<file path="config.mk">
export PLATFORM = sky130hd
export DESIGN_NAME = tc_odi_gen
export DESIGN_NICKNAME = d
export VERILOG_FILES = /design/src/rtl/tc_odi_pkg.sv /design/src/rtl/tc_odi_slot.sv /design/src/rtl/tc_odi_qualify.sv /design/src/rtl/tc_odi_stretch.sv /design/src/rtl/tc_odi_gen.sv
export SDC_FILE = /design/constraint.sdc
export NUM_CORES = 1
export LEC_CHECK = 0
export CORE_AREA = 3 3 40 42
export DETAILED_ROUTE_END_ITERATION = 6
export DIE_AREA = 0 0 43 45
export DONT_BUFFER_PORTS = 1
export GPL_TIMING_DRIVEN = 0
export PLACE_DENSITY = 0.43
export SLEW_MARGIN = 20
export SYNTH_ARGS = -nofsm -noshare
export SYNTH_HDL_FRONTEND = slang
export SYNTH_SLANG_ARGS = --single-unit
</file>
<file path="constraint.sdc">
create_clock -name clk -period 2.2 [get_ports clk]
set_input_delay 0.22 -clock clk [delete_from_list [all_inputs] [get_ports clk]]
set_output_delay 0.22 -clock clk [all_outputs]
set_load 0.005 [all_outputs]
</file>
<file path="src/rtl/tc_odi_pkg.sv">
package tc_odi_pkg;
   localparam int N_DIRECT = 6;
   localparam int N_GATED  = 5;

   typedef enum int {
      DIR_LOP    = 0,
      DIR_TUAIS  = 1,
      DIR_TCLOM  = 2,
      DIR_TCLOL  = 3,
      DIR_TCTIM  = 4,
      DIR_TCUNEQ = 5
   } direct_idx_e;

   typedef enum int {
      GAT_UNEQ   = 0,
      GAT_PLM    = 1,
      GAT_TRLOL  = 2,
      GAT_TRTIM  = 3,
      GAT_VCAIS  = 4
   } gated_idx_e;
endpackage

</file>
<file path="src/rtl/tc_odi_slot.sv">
module tc_odi_slot #(
   parameter int MFRAME_LEN = 76,
   parameter int ODI_FRAME  = 74,
   localparam int FRAME_W   = $clog2(MFRAME_LEN + 1)
) (
   input  logic               n2_slot,
   input  logic [FRAME_W-1:0] frame_num,
   output logic               ins
);
   if (ODI_FRAME < 1 || ODI_FRAME > MFRAME_LEN) begin : g_bad_frame
      $error("ODI_FRAME must lie within 1..MFRAME_LEN");
   end

   localparam logic [FRAME_W-1:0] SLOT_FRAME = FRAME_W'(ODI_FRAME);

   always_comb begin
      ins = n2_slot && (frame_num == SLOT_FRAME);
   end
endmodule

</file>
<file path="src/rtl/tc_odi_qualify.sv">
module tc_odi_qualify
   import tc_odi_pkg::*;
(
   input  logic                clk,
   input  logic                rst,
   input  logic [N_DIRECT-1:0] alm_direct,
   input  logic [N_GATED-1:0]  alm_gated,
   input  logic [N_GATED-1:0]  gate_en,
   input  logic                drop_loc,
   input  logic                loc_en,
   input  logic                drop_ais,
   input  logic                ais_en_a,
   input  logic                ais_en_b,
   input  logic                tc_ais,
   input  logic                tc_enable,
   input  logic                tc_ais_en,
   input  logic                sw_force,
   output logic                trig
);
   logic [N_GATED-1:0] gated_q;
   logic               misc_q;

   for (genvar gi = 0; gi < N_GATED; gi++) begin : g_gate
      always_comb gated_q[gi] = alm_gated[gi] & gate_en[gi];
   end

   always_comb begin
      misc_q = (drop_loc & loc_en)
             | (drop_ais & ais_en_a & ais_en_b)
             | (tc_ais & tc_enable & tc_ais_en);
      trig   = (|alm_direct) | (|gated_q) | misc_q | sw_force;
   end

   // drop AIS alone, with either enable low, never raises the trigger
   a_r6_ais_needs_both: assert property (@(posedge clk) disable iff (rst)
      (drop_ais && !(ais_en_a && ais_en_b) && alm_direct == '0 && gated_q == '0
       && !(drop_loc && loc_en) && !(tc_ais && tc_enable && tc_ais_en) && !sw_force)
      |-> !trig);
   // TC AIS with the feature off cannot be the only cause
   a_r7_tcais_gated: assert property (@(posedge clk) disable iff (rst)
      (!tc_enable && alm_direct == '0 && alm_gated == '0 && !drop_loc && !drop_ais && !sw_force)
      |-> !trig);
endmodule

</file>
<file path="src/rtl/tc_odi_stretch.sv">
module tc_odi_stretch #(
   parameter int MIN_REPEAT = 10,
   localparam int CNT_W     = (MIN_REPEAT > 1) ? $clog2(MIN_REPEAT) : 1
) (
   input  logic clk,
   input  logic rst,
   input  logic ins,
   input  logic trig,
   output logic active
);
   if (MIN_REPEAT < 1) begin : g_bad_rep
      $error("MIN_REPEAT must be at least 1");
   end

   if (MIN_REPEAT > 1) begin : g_count
      localparam logic [CNT_W-1:0] RELOAD = CNT_W'(MIN_REPEAT - 1);
      logic [CNT_W-1:0] rem;

      always_ff @(posedge clk) begin
         if (rst) begin
            rem <= '0;
         end else if (ins) begin
            if (trig)
               rem <= RELOAD;
            else if (rem != '0)
               rem <= rem - 1'b1;
         end
      end

      always_comb active = trig | (rem != '0);

      // a trigger at an insertion point loads the full window
      a_r10_reload: assert property (@(posedge clk) disable iff (rst)
         (ins && trig) |=> (rem == RELOAD));
      // without a trigger the count drops by one per insertion point
      a_r9_countdown: assert property (@(posedge clk) disable iff (rst)
         (ins && !trig && rem != '0) |=> (rem == $past(rem) - 1'b1));
      // nothing outside an insertion point moves the count
      a_r11_hold: assert property (@(posedge clk) disable iff (rst)
         !ins |=> $stable(rem));
   end else begin : g_pass
      always_comb active = trig;
   end
endmodule

</file>
<file path="src/rtl/tc_odi_gen.sv">
module tc_odi_gen
   import tc_odi_pkg::*;
#(
   parameter int MFRAME_LEN = 76,
   parameter int ODI_FRAME  = 74,
   parameter int MIN_REPEAT = 10,
   localparam int FRAME_W   = $clog2(MFRAME_LEN + 1)
) (
   input  logic                clk,
   input  logic                rst,
   input  logic [FRAME_W-1:0]  frame_num,
   input  logic                n2_slot,
   input  logic [N_DIRECT-1:0] alm_direct,
   input  logic [N_GATED-1:0]  alm_gated,
   input  logic [N_GATED-1:0]  gate_en,
   input  logic                drop_loc,
   input  logic                loc_en,
   input  logic                drop_ais,
   input  logic                ais_en_a,
   input  logic                ais_en_b,
   input  logic                tc_ais,
   input  logic                tc_enable,
   input  logic                tc_ais_en,
   input  logic                sw_force,
   output logic                odi_ins,
   output logic                odi_val
);
   logic trig;
   logic active;

   tc_odi_slot #(.MFRAME_LEN(MFRAME_LEN), .ODI_FRAME(ODI_FRAME)) u_slot (
      .n2_slot  (n2_slot),
      .frame_num(frame_num),
      .ins      (odi_ins)
   );

   tc_odi_qualify u_qual (
      .clk       (clk),
      .rst       (rst),
      .alm_direct(alm_direct),
      .alm_gated (alm_gated),
      .gate_en   (gate_en),
      .drop_loc  (drop_loc),
      .loc_en    (loc_en),
      .drop_ais  (drop_ais),
      .ais_en_a  (ais_en_a),
      .ais_en_b  (ais_en_b),
      .tc_ais    (tc_ais),
      .tc_enable (tc_enable),
      .tc_ais_en (tc_ais_en),
      .sw_force  (sw_force),
      .trig      (trig)
   );

   tc_odi_stretch #(.MIN_REPEAT(MIN_REPEAT)) u_str (
      .clk   (clk),
      .rst   (rst),
      .ins   (odi_ins),
      .trig  (trig),
      .active(active)
   );

   always_comb odi_val = odi_ins & active;

   // the bit value is quiet outside the insertion strobe
   a_r3_quiet_outside: assert property (@(posedge clk) disable iff (rst)
      !odi_ins |-> !odi_val);
   // the strobe needs the overhead slot
   a_r2_needs_slot: assert property (@(posedge clk) disable iff (rst)
      odi_ins |-> n2_slot);
   // a software force always shows at an insertion point
   a_r8_force: assert property (@(posedge clk) disable iff (rst)
      (sw_force && odi_ins) |-> odi_val);
   // any direct alarm shows at an insertion point
   a_r4_direct: assert property (@(posedge clk) disable iff (rst)
      (alm_direct != '0 && odi_ins) |-> odi_val);
endmodule

</file>
==> implementation parameters, run 1 <==
Parameter                              Value

Status
  Outcome    finished, final reports clean

Yosys
  Cell Area, Synth    ~360 µm²
  Proportion of synthesized area in mux cells    0
  Largest family of logic cells by synthesized area    simple AND/OR/NAND/NOR gates
  Number of standard cells after synthesis    43
  Post-synth net total    80
  Fraction of the mapped netlist area in compound gates    0.229
  Post-synthesis area per instance    between 8 and 9 µm²
  Post-Synth Adder-Cell Area    0.0704
  Area share of the largest cell type after synthesis    0.225
  Count of warnings emitted by yosys    0
  Cell type with the largest total area after synthesis    sky130_fd_sc_hd__dfxtp_1
  Simple-gate share of the synthesized area    0.401
  Unique cell type count in the Yosys netlist    24
  Xor-xnor portion of the synthesized cell area    0
  Total of flip-flops plus latches after synthesis    4
  Part of the Yosys area used for sequential elements    0.225
  Ranking of synthesized cells by area    sky130_fd_sc_hd__dfxtp_1 23%, sky130_fd_sc_hd__ha_1 7.0%, sky130_fd_sc_hd__a22oi_1 6.3%

Clock network
  Number of buffers added by the clock tree synthesis step    3
  Post-CTS resize count    0
  Longest Clk Path Bufs    2
  Clock slew at the register clock pins of the worst setup and hold paths    0.04 ns
  Hold bufs inserted after CTS    0
  Root Driver    sky130_fd_sc_hd__clkbuf_4
  Clk_lat worst skew    approximately 0.23 ns
  CTS tree    done
  Number of levels the H-tree was split into    1
  Clock Sinks    4
  Buffers inserted by post-CTS timing repair    0

STA
  Fmax    537 MHz
  Final-layout setup total negative slack    0 ns
  Setup repair after global routing missed its margin    false
  Clock skew after layout    between 0.00005 and 0.00006 ns
  Smallest hold slack    0.0547 ns
  Pins over their slew limit    0
  Worst Max-Slew Pin Slew    between 0.4 and 0.5 ns
  Final number of setup-violating endpoints    0
  Final critical-path required period    between 1.5 and 2 ns
  Worst slew margin    0.727
  Final worst-path cycle share    0.846
  Smallest setup slack after layout    0.339 ns
  Final Hold Viols    0

Floorplanning
  Die span in y    between 40 and 50 µm
  Chip width    roughly 43 µm
  Die area    just under 2000 µm²
  Standard-cell rows    13
  Starting utilization of the core area    0.277
  Total I/O pin count    37
  Core box area    about 1300 µm²

Critical path
  Cell mode on critical path    sky130_fd_sc_hd__inv_1
  CP startpoint kind    register
  Max Fanout on Critical Path    4
  Critical Path RT    1.98 ns
  Worst path top cell family by delay    compound AO/OA/AOI/OAI gates
  Slowest stage cell, crit path    sky130_fd_sc_hd__o31ai_1
  Category of the worst setup path capture point    primary output
  Setup crit start    u_str.g_count.rem[0]
  Worst endpoint data arrival time    between 1.5 and 2 ns
  Launching point of the worst reg2reg path    u_str.g_count.rem[0]
  Count of buffer and inverter cells on the critical path    3
  Worst setup path category    register to primary output
  Series of cell instances along the critical path    inv_1 -> ha_1 -> nor3b_2 -> inv_1 -> o31ai_1 -> inv_1
  Largest stage delay on the critical path    slightly below 0.4 ns

Finish
  Post-layout net count    85
  Number of filler cells placed in the layout    between 100 and 150
  Area of the multi-input gates    around 250 µm²
  Largest registers    u_str.g_count.rem: 4 flops
  Post-layout util    0.313
  Flip-flop count of the largest register, all copies and words added    4
  Commonest non-fill, non-tap cell in the layout    sky130_fd_sc_hd__inv_1
  Share of layout cells above drive strength 1    0.174
  Antenna cell count    0
  Top library cells by usage in the layout, fill and taps aside    6 x sky130_fd_sc_hd__inv_1, 4 x sky130_fd_sc_hd__dfxtp_1, 3 x sky130_fd_sc_hd__a22oi_1, 3 x sky130_fd_sc_hd__nand3_1, 3 x sky130_fd_sc_hd__clkbuf_4
  Area growth from synthesis to layout    13.0%
  Combined flip-flop and latch cell area    around 80 µm²
  Top register by number of flip-flops    u_str.g_count.rem

Placed design
  Worst-case setup slack after placement    between 0.4 and 0.5 ns
  # port buffers    0
  DP HPWL    787 µm
  Final GP Congestion    about 0.75

Route
  Number of nets with antenna violations after detailed routing    0
  Wire length per cell    about 15 µm
  Number of vias in the routed layout    approximately 370
  Total wire length after detailed routing    between 800 and 900 µm
  Vias per inst    approximately 6
  DRC violations left    0
  Detailed Routing Iterations Pass 1    4
  1st-iter DRT viols    5

Flow run
  Max_cap viols    0

Global route
  Global routing usage on met1    0.111
  Vias in the first global route    approximately 370
  Initial antenna violation count    0
  Overall routing resource usage    0.0999
  First-pass GRT wire length    between 1 and 1.5 mm
  Overflow left after global routing    0
  Routing layer with the top usage in global route    met2
  Pin count of the biggest net entering global routing    8
  Global routing met2 resource utilization    0.144
  Met3 routing resource usage after global routing    0.0319

Min path
  Hold Path Class    input pin to register
  Worst hold path startpoint    rst

Pwr
  Largest vdd supply drop    around 140 µV
  Leakage power figure    0.140 nW
  Power density of the placed cells    roughly 440 nW/µm²
[cell type report]
type | count | area share
Inverter | 7 | 0.0654
Clock buffer | 3 | 0.0561
Multi-Input combinational cell | 32 | 0.632
Sequential cell | 4 | 0.199
Tap cell | 15 | 0.0467
[layer usage]
metal  part of all wire  vias to the layer above
met3               0.13                        0
li1                   -                      178
met4                  0                        0
met1               0.41                      156
met5                  0                        -
met2               0.46                       31
[synth_stat cells]
library cell / number
sky130_fd_sc_hd__a32o_1: 1
sky130_fd_sc_hd__nand2_1: 1
sky130_fd_sc_hd__or3_1: 1
sky130_fd_sc_hd__nor2_1: 1
sky130_fd_sc_hd__inv_1: 6
sky130_fd_sc_hd__nor3_1: 2
sky130_fd_sc_hd__a22oi_1: 3
sky130_fd_sc_hd__o41ai_1: 2
sky130_fd_sc_hd__nor4_2: 1
sky130_fd_sc_hd__nand4bb_1: 2
sky130_fd_sc_hd__inv_2: 1
sky130_fd_sc_hd__a31oi_1: 1
sky130_fd_sc_hd__or2_4: 1
sky130_fd_sc_hd__a21oi_1: 2
sky130_fd_sc_hd__ha_1: 2
sky130_fd_sc_hd__nand4_2: 1
sky130_fd_sc_hd__nor4_1: 1
sky130_fd_sc_hd__dfxtp_1: 4
sky130_fd_sc_hd__nand3_1: 3
sky130_fd_sc_hd__or3b_1: 1
sky130_fd_sc_hd__or4b_1: 1
sky130_fd_sc_hd__o31ai_1: 2
sky130_fd_sc_hd__or4_1: 2
sky130_fd_sc_hd__nor3b_1: 1
[through the flow]
stage                     instances  total power [W]  area [µm²]
after floorplan                  43        0.0000863         355
after global placement           58        0.0000876         374
after detailed placement         58        0.0000878         374
after CTS                        61         0.000180         397
after global routing             61         0.000189         402
final                            61         0.000175         402
[logic make-up (layout without fill, tap and decap cells)]
kind of cell / Yosys count / in the layout
simple gates: 19 / 19
fa+ha+maj: 2 / 2
buf+inv: 7 / 10
compound gates: 11 / 11
flops: 4 / 4
[report_power, final]
| group | internal [W] | leakage (nW) | switching [W] |
|---|---|---|---|
| clock network | 0.0000608 | 0.0138 | 0.0000275 |
| registers | 0.0000731 | 0.0322 | 0.0000000974 |
| logic | 0.00000706 | 0.0937 | 0.00000653 |
[worst paths after layout]
kind,end,slack [ns],depth (start not counted)
hold / removal,u_str.g_count.rem[2],0.05,1
hold reg to reg,u_str.g_count.rem[3],0.47,2
setup / recovery,odi_val,0.34,6
setup reg to reg,u_str.g_count.rem[2],0.43,6
Note: power is estimated with default switching activity, not from simulation.
==> run 2, diff against run 1 <==
--- a/config.mk
+++ b/config.mk
@@ -5,12 +5,13 @@
 export SDC_FILE = /design/constraint.sdc
 export NUM_CORES = 1
 export LEC_CHECK = 0
+export ABC_AREA = 1
 export CORE_AREA = 3 3 40 42
 export DETAILED_ROUTE_END_ITERATION = 6
 export DIE_AREA = 0 0 43 45
 export DONT_BUFFER_PORTS = 1
 export GPL_TIMING_DRIVEN = 0
-export PLACE_DENSITY = 0.43
+export PLACE_DENSITY = 0.48
 export SLEW_MARGIN = 20
 export SYNTH_ARGS = -nofsm -noshare
 export SYNTH_HDL_FRONTEND = slang
==> constraint.sdc (replaced) <==
create_clock -name clk -period 1.8 [get_ports clk]
set_input_delay 0.18 -clock clk [delete_from_list [all_inputs] [get_ports clk]]
set_output_delay 0.18 -clock clk [all_outputs]
set_load 0.005 [all_outputs]
==> implementation parameters, run 2 <==
Parameter                              Value

Yosys
  Total of flip-flops plus latches after synthesis    4
  Most frequently used cell type in the post-synthesis netlist    sky130_fd_sc_hd__nand2_1
  Primary FF master, synth    sky130_fd_sc_hd__dfxtp_1
  Part of the Yosys area used for sequential elements    0.192
  Area share of the largest cell type after synthesis    0.192
  Cell Area, Synth    417 µm²
  Unique cell type count in the Yosys netlist    17
  Ranking of synthesized cells by area    sky130_fd_sc_hd__dfxtp_1 19%, sky130_fd_sc_hd__nand2_1 15%, sky130_fd_sc_hd__inv_1 9.9%
  Cell type with the largest total area after synthesis    sky130_fd_sc_hd__dfxtp_1
  Post-synth net total    slightly above 100
  Number of standard cells after synthesis    66
  Post-synthesis area per instance    6.31 µm²
  Async S/R FF share, synth    0
  Count of warnings emitted by yosys    0
  Count of flip-flops with a built-in enable after synthesis    0
  Commonest cells in the synthesized netlist    17 x sky130_fd_sc_hd__nand2_1, 11 x sky130_fd_sc_hd__inv_1, 10 x sky130_fd_sc_hd__nor2_1

Critical path
  Critical Path RT    1.62 ns
  Worst setup path category    register to primary output
  Worst endpoint data arrival time    about 1.3 ns
  Flop2flop setup slack    around 0.56 ns
  Max Fanout on Critical Path    4
  CP startpoint kind    register
  Category of the worst setup path capture point    primary output

Clock network
  Root Driver    sky130_fd_sc_hd__clkbuf_4
  Clock slew at the register clock pins of the worst setup and hold paths    0.04 ns
  Number of buffers added by the clock tree synthesis step    3
  CTS tree    done
  Clk_lat worst skew    0.23 ns
  Longest Clk Path Bufs    2
  Post-CTS resize count    0
  Number of levels the H-tree was split into    1
  Clock Sinks    4

Placed design
  DP HPWL    roughly 720 µm
  Worst-case setup slack after placement    ~0.57 ns
  Final GP Congestion    between 0.7 and 0.8
  # port buffers    0

Route
  Number of nets with antenna violations after detailed routing    0
  Number of vias in the routed layout    between 400 and 500
  Vias per inst    about 4.7
  DRC violations left    0
  Total wire length after detailed routing    slightly below 800 µm
  Wire length per cell    approximately 9.3 µm
  1st-iter DRT viols    4
  Detailed Routing Iterations Pass 1    4

Floorplanning
  Starting utilization of the core area    0.324
  Total I/O pin count    37
  Chip width    43 µm
  Core box area    ~1300 µm²
  Die span in y    around 45 µm
  Standard-cell rows    13
  Die area    between 1500 and 2000 µm²

Pwr
  Leakage power figure    ~0.24 nW
  Power density of the placed cells    around 480 nW/µm²
  Largest vdd supply drop    248 µV

Flow run
  Max_cap viols    0

Finish
  Share of layout cells above drive strength 1    0.200
  Post-layout util    0.364
  Post-layout net count    between 100 and 150
  Flip-flop count of the largest register, all copies and words added    4
  Top library cells by usage in the layout, fill and taps aside    17 x sky130_fd_sc_hd__nand2_1, 11 x sky130_fd_sc_hd__inv_1, 10 x sky130_fd_sc_hd__nor2_1
  Commonest non-fill, non-tap cell in the layout    sky130_fd_sc_hd__nand2_1
  Top register by number of flip-flops    u_str.g_count.rem
  Antenna cell count    0
  Area growth from synthesis to layout    12.3%
  Largest registers    u_str.g_count.rem: 4 flops

STA
  Setup repair after global routing missed its margin    false
  Fmax    684 MHz
  Final critical-path required period    between 1 and 1.5 ns
  Final Hold Viols    0
  Worst slew margin    0.860
  Final number of setup-violating endpoints    0
  Worst Max-Slew Pin Slew    about 0.21 ns
  Smallest setup slack after layout    between 0.3 and 0.4 ns
  Pins over their slew limit    0
  Final worst-path cycle share    0.812
  Final-layout setup total negative slack    0 ns
  Clock skew after layout    roughly 0.0018 ns

Min path
  Hold Path Class    input pin to register

Global route
  Initial antenna violation count    0
  Overflow left after global routing    0
  Vias in the first global route    348
  Pin count of the biggest net entering global routing    7
  First-pass GRT wire length    approximately 1.3 mm
  Overall routing resource usage    0.0898

Status
  Outcome    finished, final reports clean
## run 2: cell types whose count changed in the layout (fill, tap and decap cells not counted), moves of 3 or more
| cell | change |
|---|---|
| sky130_fd_sc_hd__nand2_1 | +16 |
| sky130_fd_sc_hd__nor2_1 | +9 |
| sky130_fd_sc_hd__inv_1 | +5 |
| sky130_fd_sc_hd__nand4_1 | +4 |
| sky130_fd_sc_hd__a22oi_1 | -3 |
## run 2: worst paths after layout
kind                                            from              endpoint  cells past startpoint
worst max-delay path            u_str.g_count.rem[0]               odi_val                      7
worst min-delay path                             rst  u_str.g_count.rem[1]                      3
worst max register to register  u_str.g_count.rem[0]  u_str.g_count.rem[3]                      9
worst min register to register  u_str.g_count.rem[2]  u_str.g_count.rem[2]                      2
## run 2: area by class of cell
cell class	instances	area (µm²)
Fill cell	141	817
Multi-Input combinational cell	50	292
Sequential cell	4	80.1
Inverter	12	45.0
Clock buffer	3	22.5
Tap cell	15	18.8
Timing Repair Buffer	1	10.0
## run 2: metrics by stage
step	power [W]	instance area, µm²	hold slack [ns]	instances
after global placement	0.000113	435	0.244	81
final	0.000223	468	0.129	85
after CTS	0.000230	468	0.119	85
after floorplan	0.000111	417	0.242	66
after detailed placement	0.000113	435	0.246	81
after global routing	0.000241	468	0.128	85
## run 2: timing repair
| action | CTS | global route |
|---|---|---|
| hold buffers | 1 | 0 |
| setup buffers | 0 | 0 |
| endpoints found under the hold margin | 1 | 0 |
## run 2: routing by layer
metal	track usage	routed length [µm]
met4	0	0
met1	0.101	309
met2	0.141	367
met5	0	0
met3	0.0757	112
## run 2: worst max-delay path, cell delays in order, from the launching register on
cell and delay (ns):
sky130_fd_sc_hd__dfxtp_1 0.34, sky130_fd_sc_hd__inv_1 0.08, sky130_fd_sc_hd__ha_1 0.20, sky130_fd_sc_hd__nand2_1 0.13
sky130_fd_sc_hd__inv_1 0.09, sky130_fd_sc_hd__nand2_4 0.08, sky130_fd_sc_hd__nand2_4 0.06, sky130_fd_sc_hd__inv_2 0.08
## run 2: cells by family (layout without fill, tap and decap cells)
group,after synthesis,count (layout),synth area share
AND/OR/NAND/NOR,45,45,0.577
buffers and inverters,12,16,0.108
flip-flops,4,4,0.192
adder cells (fa/ha/maj),2,2,0.0601
XOR/XNOR,2,2,0.0420
AO/OA/AOI/OAI,1,1,0.0210
## run 2: power breakdown
group          internal [W]  switching (W)  leakage [nW]  total [W]
logic             0.0000103      0.0000137         0.197  0.0000240
clock network     0.0000744      0.0000344        0.0138   0.000109
registers         0.0000894    0.000000240        0.0322  0.0000897
==> run 3, diff against run 2 <==
--- a/config.mk
+++ b/config.mk
@@ -5,13 +5,13 @@
 export SDC_FILE = /design/constraint.sdc
 export NUM_CORES = 1
 export LEC_CHECK = 0
-export ABC_AREA = 1
+export ABC_AREA = 0
 export CORE_AREA = 3 3 40 42
 export DETAILED_ROUTE_END_ITERATION = 6
 export DIE_AREA = 0 0 43 45
 export DONT_BUFFER_PORTS = 1
 export GPL_TIMING_DRIVEN = 0
-export PLACE_DENSITY = 0.48
+export PLACE_DENSITY = 0.43
 export SLEW_MARGIN = 20
 export SYNTH_ARGS = -nofsm -noshare
 export SYNTH_HDL_FRONTEND = slang
==> constraint.sdc (replaced) <==
create_clock -name clk -period 1.4 [get_ports clk]
set_input_delay 0.14 -clock clk [delete_from_list [all_inputs] [get_ports clk]]
set_output_delay 0.14 -clock clk [all_outputs]
set_load 0.005 [all_outputs]
==> implementation parameters, run 3 (same netlist as run 1, synthesis figures left out) <==
Parameter                              Value

STA
  Final number of setup-violating endpoints    4
  Final critical-path required period    1.69 ns
  Pins over their slew limit    0
  Final Hold Viols    0
  Smallest hold slack    approximately 0.097 ns
  Smallest setup slack after layout    -0.292 ns
  Clock skew after layout    about 0.0006 ns
  Worst slew margin    0.730
  Setup repair after global routing missed its margin    true
  Final worst-path cycle share    1.21
  Fmax    between 500 and 600 MHz
  Worst Max-Slew Pin Slew    just over 0.4 ns

Clock network
  Number of levels the H-tree was split into    1
  Clock Sinks    4
  CTS tree    done
  Root Driver    sky130_fd_sc_hd__clkbuf_4
  Clock slew at the register clock pins of the worst setup and hold paths    approximately 0.04 ns
  Clk_lat worst skew    between 0.2 and 0.25 ns
  Longest Clk Path Bufs    2
  Number of buffers added by the clock tree synthesis step    3

Floorplanning
  Total I/O pin count    37
  Starting utilization of the core area    0.277
  Standard-cell rows    13
  Chip width    between 40 and 50 µm
  Die area    just under 2000 µm²
  Core box area    approximately 1300 µm²
  Die span in y    45 µm

Critical path
  Max Fanout on Critical Path    4
  Worst endpoint data arrival time    1.84 ns
  Worst setup path category    register to register
  Critical Path RT    1.55 ns
  Category of the worst setup path capture point    register
  CP startpoint kind    register
  Series of cell instances along the critical path    inv_2 -> ha_2 -> nor3b_4 -> or3b_1 -> or4_1 -> a31oi_1
  Largest stage delay on the critical path    roughly 0.40 ns
  Worst path top cell family by delay    simple AND/OR/NAND/NOR gates
  Slowest stage cell, crit path    sky130_fd_sc_hd__or4_1
  Count of buffer and inverter cells on the critical path    1

Finish
  Commonest non-fill, non-tap cell in the layout    sky130_fd_sc_hd__inv_1
  Post-layout net count    90
  Number of filler cells placed in the layout    around 140
  Share of layout cells above drive strength 1    0.451
  Post-route non-filler standard cell count    66
  Antenna cell count    0
  Top register by number of flip-flops    u_str.g_count.rem
  Largest registers    u_str.g_count.rem: 4 flops
  Area growth from synthesis to layout    39.4%
  Flip-flop count of the largest register, all copies and words added    4

Global route
  Overall routing resource usage    0.116
  Overflow left after global routing    0
  Pin count of the biggest net entering global routing    8
  Initial antenna violation count    0
  First-pass GRT wire length    ~1.6 mm
  Vias in the first global route    406

Route
  Total wire length after detailed routing    1.05 mm
  1st-iter DRT viols    3
  Wire length per cell    16.0 µm
  Number of nets with antenna violations after detailed routing    0
  Detailed Routing Iterations Pass 1    4
  Number of vias in the routed layout    397
  Vias per inst    approximately 6
  DRC violations left    0

Placed design
  DP HPWL    between 800 and 900 µm
  Final GP Congestion    between 0.6 and 0.7
  # port buffers    0
  Number of placed cells counting well taps    between 50 and 60

Pwr
  Power density of the placed cells    around 580 nW/µm²
  Leakage power figure    0.180 nW
  Largest vdd supply drop    between 300 and 400 µV

Flow run
  Max_cap viols    0

Min path
  Hold Path Class    input pin to register

Status
  Outcome    complete, but fails checks
  Violated checks    setup timing
-- run 3: changes by cell type in the layout (fill, tap and decap cells not counted), moves of 3 or more --
cell | previous run | this run
sky130_fd_sc_hd__a22oi_1 | 0 | 3
sky130_fd_sc_hd__buf_4 | 0 | 3
sky130_fd_sc_hd__dfxtp_1 | 4 | 1
sky130_fd_sc_hd__dfxtp_2 | 0 | 3
sky130_fd_sc_hd__inv_1 | 11 | 4
sky130_fd_sc_hd__nand2_1 | 17 | 1
sky130_fd_sc_hd__nand4_1 | 4 | 0
sky130_fd_sc_hd__nor2_1 | 10 | 1
-- run 3: what timing repair did --
| item | CTS | global route |
|---|---|---|
| hold buffers | 1 | 0 |
| setup buffers | 3 | 1 |
| pin swaps | 0 | 2 |
| hold endpoints to repair | 1 | 0 |
| endpoints found under the setup margin | 5 | 5 |
| resized for setup | 8 | 4 |
-- run 3: final timing paths --
| check | cells past startpoint | slack, ns | start | to |
|---|---|---|---|---|
| worst min-delay path | 3 | 0.1 | rst | u_str.g_count.rem[3] |
| worst max register to register | 6 | -0.29 | u_str.g_count.rem[0] | u_str.g_count.rem[2] |
| worst min register to register | 2 | 0.48 | u_str.g_count.rem[3] | u_str.g_count.rem[3] |
| worst max-delay path | 6 | -0.29 | u_str.g_count.rem[0] | u_str.g_count.rem[2] |
-- run 3: worst register-to-register path, cell delays in order, from the launching register on --
cell and delay, ns:
sky130_fd_sc_hd__dfxtp_2 0.33, sky130_fd_sc_hd__inv_2 0.04, sky130_fd_sc_hd__ha_2 0.17, sky130_fd_sc_hd__nor3b_4 0.16
sky130_fd_sc_hd__or3b_1 0.35, sky130_fd_sc_hd__or4_1 0.40, sky130_fd_sc_hd__a31oi_1 0.17
-- run 3: final cells by class --
cell class	instances	area (µm²)	share of cell area
multi-input combinational	32	300	0.606
timing repair buffer	5	43.8	0.0884
tap	15	18.8	0.0379
clock buffer	3	22.5	0.0455
inverter	7	26.3	0.0530
sequential	4	83.8	0.169
-- run 3: routing by layer --
metal  track usage  routed length [µm]  share of wire
met5             0                   0              0
met4        0.0361                   0              0
met3        0.0558                 144           0.14
met2         0.195                 506           0.48
met1         0.130                 402           0.38
-- run 3: metrics by stage --
| stage | setup slack (ns) | power [W] | instance area (µm²) | util | setup TNS, ns |
|---|---|---|---|---|---|
| 3_5_place_dp | -0.341 | 0.000138 | 377 | 0.293 | -1.27 |
| 2_1_floorplan | -0.186 | 0.000136 | 358 | - | -0.227 |
| 6_report | -0.292 | 0.000285 | 495 | 0.386 | -0.747 |
| 4_1_cts | -0.296 | 0.000291 | 474 | 0.369 | -0.540 |
| 5_1_grt | -0.363 | 0.000309 | 495 | 0.386 | -1.15 |
| 3_3_place_gp | -0.296 | 0.000138 | 377 | 0.293 | -0.992 |
-- run 3: power by group --
part	switching (W)	internal (W)
clock network	0.0000457	0.0000958
logic	0.0000136	0.0000151
registers	0.000000211	0.000115
